## src/rtl/mmu_dc_pkg.sv

```systemverilog
`timescale 1ns/1ps
// Shared constants for the descriptor cache.
// Assumes descriptor words are 32 bits wide.
package mmu_dc_pkg;
    localparam int DESC_W = 32;   // width of one descriptor word
    localparam int NC_BIT = 2;    // no-cache flag position in the low segment word (1 = do not cache)
endpackage

```

## src/rtl/dc_victim_pick.sv

```systemverilog
`timescale 1ns/1ps
// Chooses the way that a fill writes in a two-way set.
// Order of preference: the way already holding the key, then an invalid way, then the LRU way.
// Assumes `same` is never 2'b11, because keys are unique within a set.
module dc_victim_pick (
    input  logic [1:0] vld,
    input  logic [1:0] same,
    input  logic       lru,
    output logic       way
);
    // Priority choice of the target way.
    always_comb begin
        if (same[0])      way = 1'b0;
        else if (same[1]) way = 1'b1;
        else if (!vld[0]) way = 1'b0;
        else if (!vld[1]) way = 1'b1;
        else              way = lru;
    end
endmodule

```

## src/rtl/dc_assoc2.sv

```systemverilog
`timescale 1ns/1ps
// Two-way set-associative store keyed by a full index.
// The low SET_W key bits choose the set. The remaining bits form the whole tag.
// The lookup is combinational. A fill and the LRU/valid state update on the clock edge, and flush overrides a fill.
// Assumes KEY_W > SET_W.
module dc_assoc2 #(
    parameter int KEY_W  = 15,
    parameter int SET_W  = 3,
    parameter int DATA_W = 64
) (
    input  logic              clk,
    input  logic              rst_n,
    input  logic              flush,
    input  logic              lk_en,
    input  logic [KEY_W-1:0]  lk_key,
    output logic              hit,
    output logic              miss,
    output logic [DATA_W-1:0] rd_data,
    input  logic              wr_en,
    input  logic [KEY_W-1:0]  wr_key,
    input  logic [DATA_W-1:0] wr_data
);
    localparam int SETS  = 1 << SET_W;
    localparam int TAG_W = KEY_W - SET_W;

    logic [1:0]        vld_q [SETS];
    logic [TAG_W-1:0]  tag_q [SETS][2];
    logic [DATA_W-1:0] dat_q [SETS][2];
    logic [SETS-1:0]   lru_q;          // way to evict next, one bit per set

    logic [SET_W-1:0] l_set, w_set;
    logic [TAG_W-1:0] l_tag, w_tag;
    logic [1:0]       l_match, w_same;
    logic             hit_way, w_way;

    assign l_set = lk_key[SET_W-1:0];
    assign l_tag = lk_key[KEY_W-1:SET_W];
    assign w_set = wr_key[SET_W-1:0];
    assign w_tag = wr_key[KEY_W-1:SET_W];

    // Compare the full tag in both ways for the lookup and for the fill.
    always_comb begin
        for (int w = 0; w < 2; w++) begin
            l_match[w] = vld_q[l_set][w] && (tag_q[l_set][w] == l_tag);
            w_same[w]  = vld_q[w_set][w] && (tag_q[w_set][w] == w_tag);
        end
    end

    assign hit_way = l_match[1];
    assign hit     = lk_en && (l_match != 2'b00);
    assign miss    = lk_en && (l_match == 2'b00);
    assign rd_data = hit ? dat_q[l_set][hit_way] : '0;

    dc_victim_pick u_pick (
        .vld  (vld_q[w_set]),
        .same (w_same),
        .lru  (lru_q[w_set]),
        .way  (w_way)
    );

    // Valid and LRU state: reset, flush, hit touch, fill (a fill wins the LRU bit).
    always_ff @(posedge clk) begin
        if (!rst_n) begin
            for (int s = 0; s < SETS; s++) vld_q[s] <= 2'b00;
            lru_q <= '0;
        end else if (flush) begin
            for (int s = 0; s < SETS; s++) vld_q[s] <= 2'b00;
        end else begin
            if (hit) lru_q[l_set] <= ~hit_way;
            if (wr_en) begin
                vld_q[w_set][w_way] <= 1'b1;
                lru_q[w_set]        <= ~w_way;
            end
        end
    end

    // Tag and data storage, written only by a fill that survives.
    always_ff @(posedge clk) begin
        if (wr_en && !flush) begin
            tag_q[w_set][w_way] <= w_tag;
            dat_q[w_set][w_way] <= wr_data;
        end
    end

    // a lookup reports exactly one of hit or miss, and nothing without a request.
    p_hit_xor_miss_r1: assert property (@(posedge clk) disable iff (!rst_n)
        (hit || miss) == lk_en && !(hit && miss));

    // after a flush the next lookup cannot hit.
    p_flush_empties_r7: assert property (@(posedge clk) disable iff (!rst_n)
        flush |=> !hit);

    // a hit with no flush or fill repeats on the same key one cycle later.
    p_retain_r8: assert property (@(posedge clk) disable iff (!rst_n)
        (hit && !flush && !wr_en) |=>
        (!(lk_en && lk_key == $past(lk_key)) || (hit && rd_data == $past(rd_data))));

    // no set ever holds the same tag in both ways.
    for (genvar s = 0; s < SETS; s++) begin : g_dup
        p_no_dup_r5: assert property (@(posedge clk) disable iff (!rst_n)
            !(vld_q[s] == 2'b11 && tag_q[s][0] == tag_q[s][1]));
    end
endmodule

```

## src/rtl/mmu_desc_cache.sv

```systemverilog
`timescale 1ns/1ps
// Segment and page descriptor cache for a segmented, paged translation unit.
// The segment cache is keyed by {section, segment}, the page cache by {section, segment, page}.
// A fill whose segment descriptor has the no-cache flag set is dropped by both caches.
// Assumes the walker presents the segment descriptor with every fill.
module mmu_desc_cache
    import mmu_dc_pkg::*;
#(
    parameter int SEC_W     = 2,
    parameter int SEG_W     = 13,
    parameter int PAGE_W    = 6,
    parameter int SD_SET_W  = 3,
    parameter int PD_SET_W  = 4
) (
    input  logic              clk,
    input  logic              rst_n,
    input  logic              flush,
    input  logic              lk_en,
    input  logic [SEC_W-1:0]  lk_sec,
    input  logic [SEG_W-1:0]  lk_seg,
    input  logic [PAGE_W-1:0] lk_page,
    output logic              sd_hit,
    output logic              sd_miss,
    output logic [DESC_W-1:0] sd_lo,
    output logic [DESC_W-1:0] sd_hi,
    output logic              pd_hit,
    output logic              pd_miss,
    output logic [DESC_W-1:0] pd_word,
    input  logic              fill_en,
    input  logic              fill_pd_en,
    input  logic [SEC_W-1:0]  fill_sec,
    input  logic [SEG_W-1:0]  fill_seg,
    input  logic [PAGE_W-1:0] fill_page,
    input  logic [DESC_W-1:0] fill_sd_lo,
    input  logic [DESC_W-1:0] fill_sd_hi,
    input  logic [DESC_W-1:0] fill_pd
);
    localparam int SD_KEY_W = SEC_W + SEG_W;
    localparam int PD_KEY_W = SEC_W + SEG_W + PAGE_W;

    logic              cacheable;
    logic [2*DESC_W-1:0] sd_rd;

    // The flag is active-low for caching: 1 forbids storing the descriptor and its pages.
    assign cacheable = !fill_sd_lo[NC_BIT];

    dc_assoc2 #(.KEY_W(SD_KEY_W), .SET_W(SD_SET_W), .DATA_W(2*DESC_W)) u_sd (
        .clk     (clk),
        .rst_n   (rst_n),
        .flush   (flush),
        .lk_en   (lk_en),
        .lk_key  ({lk_sec, lk_seg}),
        .hit     (sd_hit),
        .miss    (sd_miss),
        .rd_data (sd_rd),
        .wr_en   (fill_en && cacheable),
        .wr_key  ({fill_sec, fill_seg}),
        .wr_data ({fill_sd_hi, fill_sd_lo})
    );

    assign sd_lo = sd_rd[DESC_W-1:0];
    assign sd_hi = sd_rd[2*DESC_W-1:DESC_W];

    dc_assoc2 #(.KEY_W(PD_KEY_W), .SET_W(PD_SET_W), .DATA_W(DESC_W)) u_pd (
        .clk     (clk),
        .rst_n   (rst_n),
        .flush   (flush),
        .lk_en   (lk_en),
        .lk_key  ({lk_sec, lk_seg, lk_page}),
        .hit     (pd_hit),
        .miss    (pd_miss),
        .rd_data (pd_word),
        .wr_en   (fill_pd_en && cacheable),
        .wr_key  ({fill_sec, fill_seg, fill_page}),
        .wr_data (fill_pd)
    );

    // a no-cache fill never makes a hit appear on the same key next cycle.
    p_nocache_r6: assert property (@(posedge clk) disable iff (!rst_n)
        (fill_en && !cacheable && !sd_hit && lk_en && lk_sec == fill_sec && lk_seg == fill_seg && !flush)
        |=> !(lk_en && lk_sec == $past(lk_sec) && lk_seg == $past(lk_seg) && sd_hit));
endmodule

```

## config.mk

```make
export PLATFORM = sky130hd
export DESIGN_NAME = mmu_desc_cache
export DESIGN_NICKNAME = d
export VERILOG_FILES = /design/src/rtl/mmu_dc_pkg.sv /design/src/rtl/dc_victim_pick.sv /design/src/rtl/dc_assoc2.sv /design/src/rtl/mmu_desc_cache.sv
export SDC_FILE = /design/constraint.sdc
export NUM_CORES = 2
export LEC_CHECK = 0
export BUFFER_PORTS_ARGS = -buffer_cell sky130_fd_sc_hd__buf_2
export CORE_MARGIN = 2
export CORE_UTILIZATION = 60
export CTS_CLUSTER_DIAMETER = 50
export DETAILED_ROUTE_END_ITERATION = 8
export PLACE_DENSITY = 0.77
export SETUP_SLACK_MARGIN = 0.05
export SYNTH_ARGS = -nofsm -noshare
export SYNTH_HDL_FRONTEND = slang
export SYNTH_SLANG_ARGS = --single-unit
```

## constraint.sdc

```tcl
create_clock -name clk -period 12.3 [get_ports clk]
set_input_delay 0.615 -clock clk [delete_from_list [all_inputs] [get_ports clk]]
set_output_delay 0.615 -clock clk [all_outputs]
set_load 0.02 [all_outputs]
```

### Yosys cells after proc, flatten, opt, wreduce, memory -nomap -nowiden

Memory sizes are Yosys's and may differ from the RTL's.
Index checks and enable logic that the tools add are counted.

| storage, ports and cells | value |
|---|---|
| bits in registers | 24 |
| bits in writable memories | 2832 |
| bits of input ports | 144 |
| output and inout bits | 100 |
| memories kept | 6 |

Memory list:

| memory | depth | bits a word | read ports | clocked after Yosys merged registers in | wr ports | line | RTL |
|---|---|---|---|---|---|---|---|
| u_pd.dat_q | 16 | 64 | 1 | 0 | 1 | dc_assoc2.sv:28 | `logic [DATA_W-1:0] dat_q [SETS][2];` |
| u_sd.dat_q | 8 | 128 | 1 | 0 | 1 | dc_assoc2.sv:28 |  |
| u_pd.tag_q | 16 | 34 | 2 | 0 | 1 | dc_assoc2.sv:27 | `logic [TAG_W-1:0] tag_q [SETS][2];` |
| u_sd.tag_q | 8 | 24 | 2 | 0 | 1 | dc_assoc2.sv:27 |  |
| u_pd.vld_q | 16 | 2 | 2 | 0 | 16 | dc_assoc2.sv:26 | `logic [1:0] vld_q [SETS];` |
| u_sd.vld_q | 8 | 2 | 2 | 0 | 8 | dc_assoc2.sv:26 |  |

| operators by class | value |
|---|---|
| $lt $le $gt $ge | 18 |
| eq/ne operators | 8 |
| mux-type cells | 100 |
| bitwise operators | 32 |
| reductions and logical operators | 32 |

Operator list:

| operator | number |
|---|---|
| $mux W64 | 6 |
| $mux W32 | 5 |
| $mux W128 | 1 |
| $eq A17 B17 Y1 | 4 |
| $demux W64 S1 | 1 |
| $mux W16 | 4 |
| $mux W2 | 30 |
| $eq A12 B12 Y1 | 4 |
| $mux W34 | 1 |
| $bwmux W16 | 2 |
| $demux W32 S1 | 1 |
| $mux W8 | 4 |
| $mux W1 | 28 |
| $logic_and A1 B1 Y1 | 24 |
| $mux W24 | 1 |
| $or A1 B1 Y1 | 24 |
| $demux W17 S1 | 1 |
| $mux W17 | 1 |
| $bwmux W8 | 2 |
| $demux W12 S1 | 1 |
| $mux W12 | 1 |
| $lt A4 B5 Y1 const B | 2 |
| $demux W1 S4 | 2 |
| $ge A2 B2 Y1 const B | 4 |
| other kinds (18) | 36 |

### Longest topological paths before layout

| logic depth | value |
|---|---|
| depth after elaboration | 13 |
| mapped depth | 17 |
| depth with buffers taken out | 10 |

### By module

A second synthesis with hierarchy kept.

| unflattened totals | value |
|---|---|
| cell total of the unflattened synthesis | 6116 |
| area, all modules | 116051.3 um^2 |

Modules (own cells, without submodules):

| module | instances | cells each | area an instance (um^2) | seq. area each (um^2) |
|---|---|---|---|---|
| dc_assoc2 at u_pd | 1 | 3228 | 68411.9 | 48046.1 |
| dc_assoc2 at u_sd | 1 | 2880 | 47574.4 | 36995.5 |
| dc_victim_pick | 2 | 3 | 26.3 | 0.0 |
| mmu_desc_cache | 1 | 2 | 12.5 | 0.0 |

### Worst setup path before layout

Ideal clock, no wire load.

| timing | value |
|---|---|
| path type | input to register |
| start point | in fill_seg[2] |
| end point | mem u_sd.dat_q[4][100] (netlist name) (enable) |
| setup time | 700 ps |
| arrival time | 9859 ps |
| setup slack | 1741 ps |
| stages | 9 |
| buffers on the path | 2 |
| path through | buf_2 -> buf_1 -> mux2_2 -> a221oi_1 -> o22ai_1 -> xor2_1 -> nor4_1 -> a41oi_2 -> nor4_1 |

| on the way | value |
|---|---|
| longest elaborated chain between the ends | 12 |

Ends and longest elaborated chain:

| what | line | RTL |
|---|---|---|
| start: declaration | mmu_desc_cache.sv:32 | `input logic [SEG_W-1:0] fill_seg,` |
| branches (longest 12 deep; another with $mem_v2 Z8 W24) | n/a |  |
| end: declaration | dc_assoc2.sv:28 |  |

Parallel ways; which one is timed is not known. The select of a mux whose other input is x is not followed.

### Worst setup path in the final report

| timing | value |
|---|---|
| start point | in lk_page[0] |
| end point | out pd_word[22] |

| on the way | value |
|---|---|
| longest elaborated chain between the ends | 8 |

Ends and longest elaborated chain:

| what | line | RTL |
|---|---|---|
| start: declaration | mmu_desc_cache.sv:21 | `input logic [PAGE_W-1:0] lk_page,` |
| $mem_v2 Z16 W34 | n/a |  |
| $eq A17 B17 Y1 | dc_assoc2.sv:44 | `l_match[w] = vld_q[l_set][w] && (tag_q[l_set][w] == l_tag);` |
| $logic_and A1 B1 Y1 | dc_assoc2.sv:44 |  |
| $not A1 Y2 (not written as such) | dc_assoc2.sv:52 | `assign rd_data = hit ? dat_q[l_set][hit_way] : '0;` |
| $mux W32 (not written as such) (3 in a row) | dc_assoc2.sv:52 |  |
| $mux W32 * | dc_assoc2.sv:52 |  |
| end: declaration | mmu_desc_cache.sv:28 | `output logic [DESC_W-1:0] pd_word,` |

Mark *: on every way between the ends. The rest lies on a longest branch, timed or not. The select of a mux whose other input is x is not followed.

==> run metrics <==
Cell variety after synth 76; TritonRoute pass-1 iters 6; Worst path depth 14; final non-filler cell total 9,178; HP Class input pin to flop; initial antenna violation count 20; final hold violations 0; Die Height 443 um; die area between 150,000 and 200,000 um2; cell-by-cell trace of the critical path buf_8 > buf_12 > buf_4 > mux4_2 > mux2i_1 > xor2_1 > nand2_1 > nor4_1 > o2111ai_2 > o21bai_2 > nand2_2 > buf_4 > nor2_1 > buf_2; via/cell ratio ~7.3; Sinks on Clock Net roughly 2,900; synthesized area 116,000 um2; total clock buffers created by CTS 302; GP Congestion 0.937; worst hold slack 0.0376 ns; Hold Path Depth 1; Max VDD drop 0.175 mV; Placeable Area 192,000 um2; Worst EP arrival 6.60 ns; Critical Path Source lk_page[0]; worst-margin pin slew between 1 and 1.5 ns; largest net degree at the start of global routing about 140; dominant synthesized flop cell edfxtp_1; vias in the first global route around 67,000; Power Density roughly 160 nW/um2; Worst Path Required between 10 and 15 ns; WL per Instance 36.0 um; Setup crit end kind primary output; M1 GR Usage approximately 44%; Synth Area in XOR/XNOR less than 1%; First DRT Iteration DRCs 9,961; # IOs 244; Fmax achieved between 0.1 and 0.15 GHz; worst rel slew slack around 11%; CTS HTree Levels 5; global-route usage over all layers approximately a third; synthesized instance count 6,113; critical path class input pin to primary output; Final Slew Violations 0; Max-cap violations 0; fin crit period approximately 7.2 ns; Clock transition at path regs around 0.06 ns; # DRC 0; share of cells above drive strength 1 23.6%; total gr overflow 0; multiplexer share of the synthesized area 15.1%; Placed Cells 8,636; worst r2r src u_pd.tag_q[7][2]$_DFFE_PP_; TritonCTS clock tree done; critical path launch point type input pin; post-DP HPWL 175 mm; final core utilization between 60% and 70%; Die X roughly 440 um; leak pwr around 42 nW; worst reg-to-reg path cell count 11; Final WS setup 5.09 ns; clock root buffer clkbuf_16; Adder-Cell Fraction of Synth Area 0%; Skew-Pair Late Insertion Delay 0.97 ns; setup TNS 0 ns; vias post-DR ~67,000; Tot Pwr between 20 and 25 mW; Final nets roughly 6,600; most frequent cells in the layout 2,784 x edfxtp_1, 586 x mux4_2, 457 x o22ai_1; ys async rst share 0%; Routed WL approximately 330 mm; area delta synth->final 11.9%; Largest delay share family, worst path buffers and inverters; Post-Syn Nets roughly 6,300; clock buffer depth 4; syn avg cell area ~19 um2; largest family of logic cells by synthesized area multiplexers; pre-CTS setup slack 5.05 ns; Final period util between 50% and 60%; CP peak stage delay between 0.8 and 0.9 ns; Non-Filler Cell Area, Final roughly 130,000 um2; flops & latches, synth 2,856; met3 Usage GRT roughly 7.2%; Final Skew just over 0.09 ns; slowest CP cell buf_4; Yosys warning count 0; hold path startpoint fill_sd_hi[18]; most common cell after layout, fill and taps aside edfxtp_1; Starting Density approximately three fifths; register area share after synthesis between 70% and 80%; simple-gate share of the synthesized area under 10%; DP Area between 100,000 and 150,000 um2; Buf+Inv Stages, Crit Path 5; Crit path top cell by count buf_4; met2 Usage GRT a little over half; post_cts resized 0; fillcell total roughly 12,000; buffers added on ports 243; num rows roughly 160; Synth Area in Compound Gates 5.83%; GR peak layer met2; post-route ant nets 0; final setup fails 0; Post-synth EDFFs about 2,800; unrepaired setup endpoints after global routing no; status completed; critical path fanouts, max 104; first-pass GRT wire length approximately 470 mm
[registers in the layout, summed over array words and instances, names as in the netlist]
name,flops
u_sd.lru_q,8
u_pd.vld_q,32
u_sd.dat_q,1024
u_pd.tag_q,544
u_pd.lru_q,16
u_pd.dat_q,1024
u_sd.vld_q,16
u_sd.tag_q,192
[path summary, 6_finish.rpt]
path | endpoint | slack [ns]
hold / removal | u_sd.dat_q[4][114]$_DFFE_PP_ | 0.04
setup / recovery | pd_word[22] | 5.09
setup reg to reg | u_pd.dat_q[7][6]$_DFFE_PP_ | 6.40
hold reg to reg | u_pd.vld_q[3][1]$_DFF_P_ | 0.48
[synth_stat cells (all sizes together), types with 18 or more instances]
master | instances | area share (%)
edfxtp | 2784 | 72
mux4 | 586 | 11
o22ai | 457 | 2.5
mux2i | 333 | 2.9
clkbuf | 218 | 0.71
nor2 | 212 | 0.70
buf | 193 | 0.90
nand2 | 126 | 0.41
nor4 | 124 | 0.68
xnor2 | 96 | 0.73
a21oi | 92 | 0.40
mux2 | 89 | 0.86
nor3 | 88 | 0.38
a22oi | 78 | 0.51
dfxtp | 72 | 1.2
a221oi | 70 | 0.54
o21ai | 51 | 0.22
nor2b | 42 | 0.23
xor2 | 32 | 0.24
inv | 26 | 0.084
a22o | 23 | 0.17
a31oi | 23 | 0.12
o221ai | 23 | 0.17
o211ai | 20 | 0.13
a211oi | 18 | 0.12
and2 | 18 | 0.097
and3 | 18 | 0.097
nand3 | 18 | 0.078
o21a | 18 | 0.12
[worst register-to-register path, cell delays in order, from the launching register on]
cell and delay, ns:
edfxtp_1 0.41, mux4_2 0.48, mux2i_1 0.31, mux2i_1 0.16
xnor2_1 0.21, o311ai_0 0.22, nor4_1 0.36, a41oi_1 0.33
nor2_2 0.77, nand2_1 0.65, nor3_2 0.64, buf_4 0.88
[logic make-up (layout without fill, tap and decap cells)]
family                    count (synthesis)  in the layout
AOI/OAI and AO/OA                       982            982
xor gates and xnor gates                128            128
buffers and inverters                   439            968
DFF                                    2856           2856
muxes                                  1008           1008
other                                     0             10
and+or+nand+nor                         700            700
[report_power, final]
part,internal (mW),switching [mW]
sequential,10.7,0.0157
clock,5.15,3.68
combinational,0.406,0.750
[layout make-up]
type	count	area, um2	area share [%]
Antenna cell	10	25.0	0.0193
Clock buffer	376	7990	6.16
Clock inverter	142	1420	1.09
Inverter	28	110	0.0849
Multi-Input combinational cell	2818	29200	22.5
Sequential cell	2856	85000	65.6
Tap cell	2526	3160	2.44
Timing Repair Buffer	422	2710	2.09
[per-layer routing]
| layer | up-vias | share of wire, % |
|---|---|---|
| li1 | 26300 | - |
| met2 | 5236 | 49 |
| met3 | 967 | 11 |
| met4 | 12 | 5.3 |
| met5 | - | 0.024 |
| met1 | 34400 | 35 |
[repair_timing]
item | in CTS | in global routing
hold buffers | 14 | 0
buffers inserted | 0 | 0
hold endpoints to repair | 139 | 0
(Power assumes the default switching activity.)
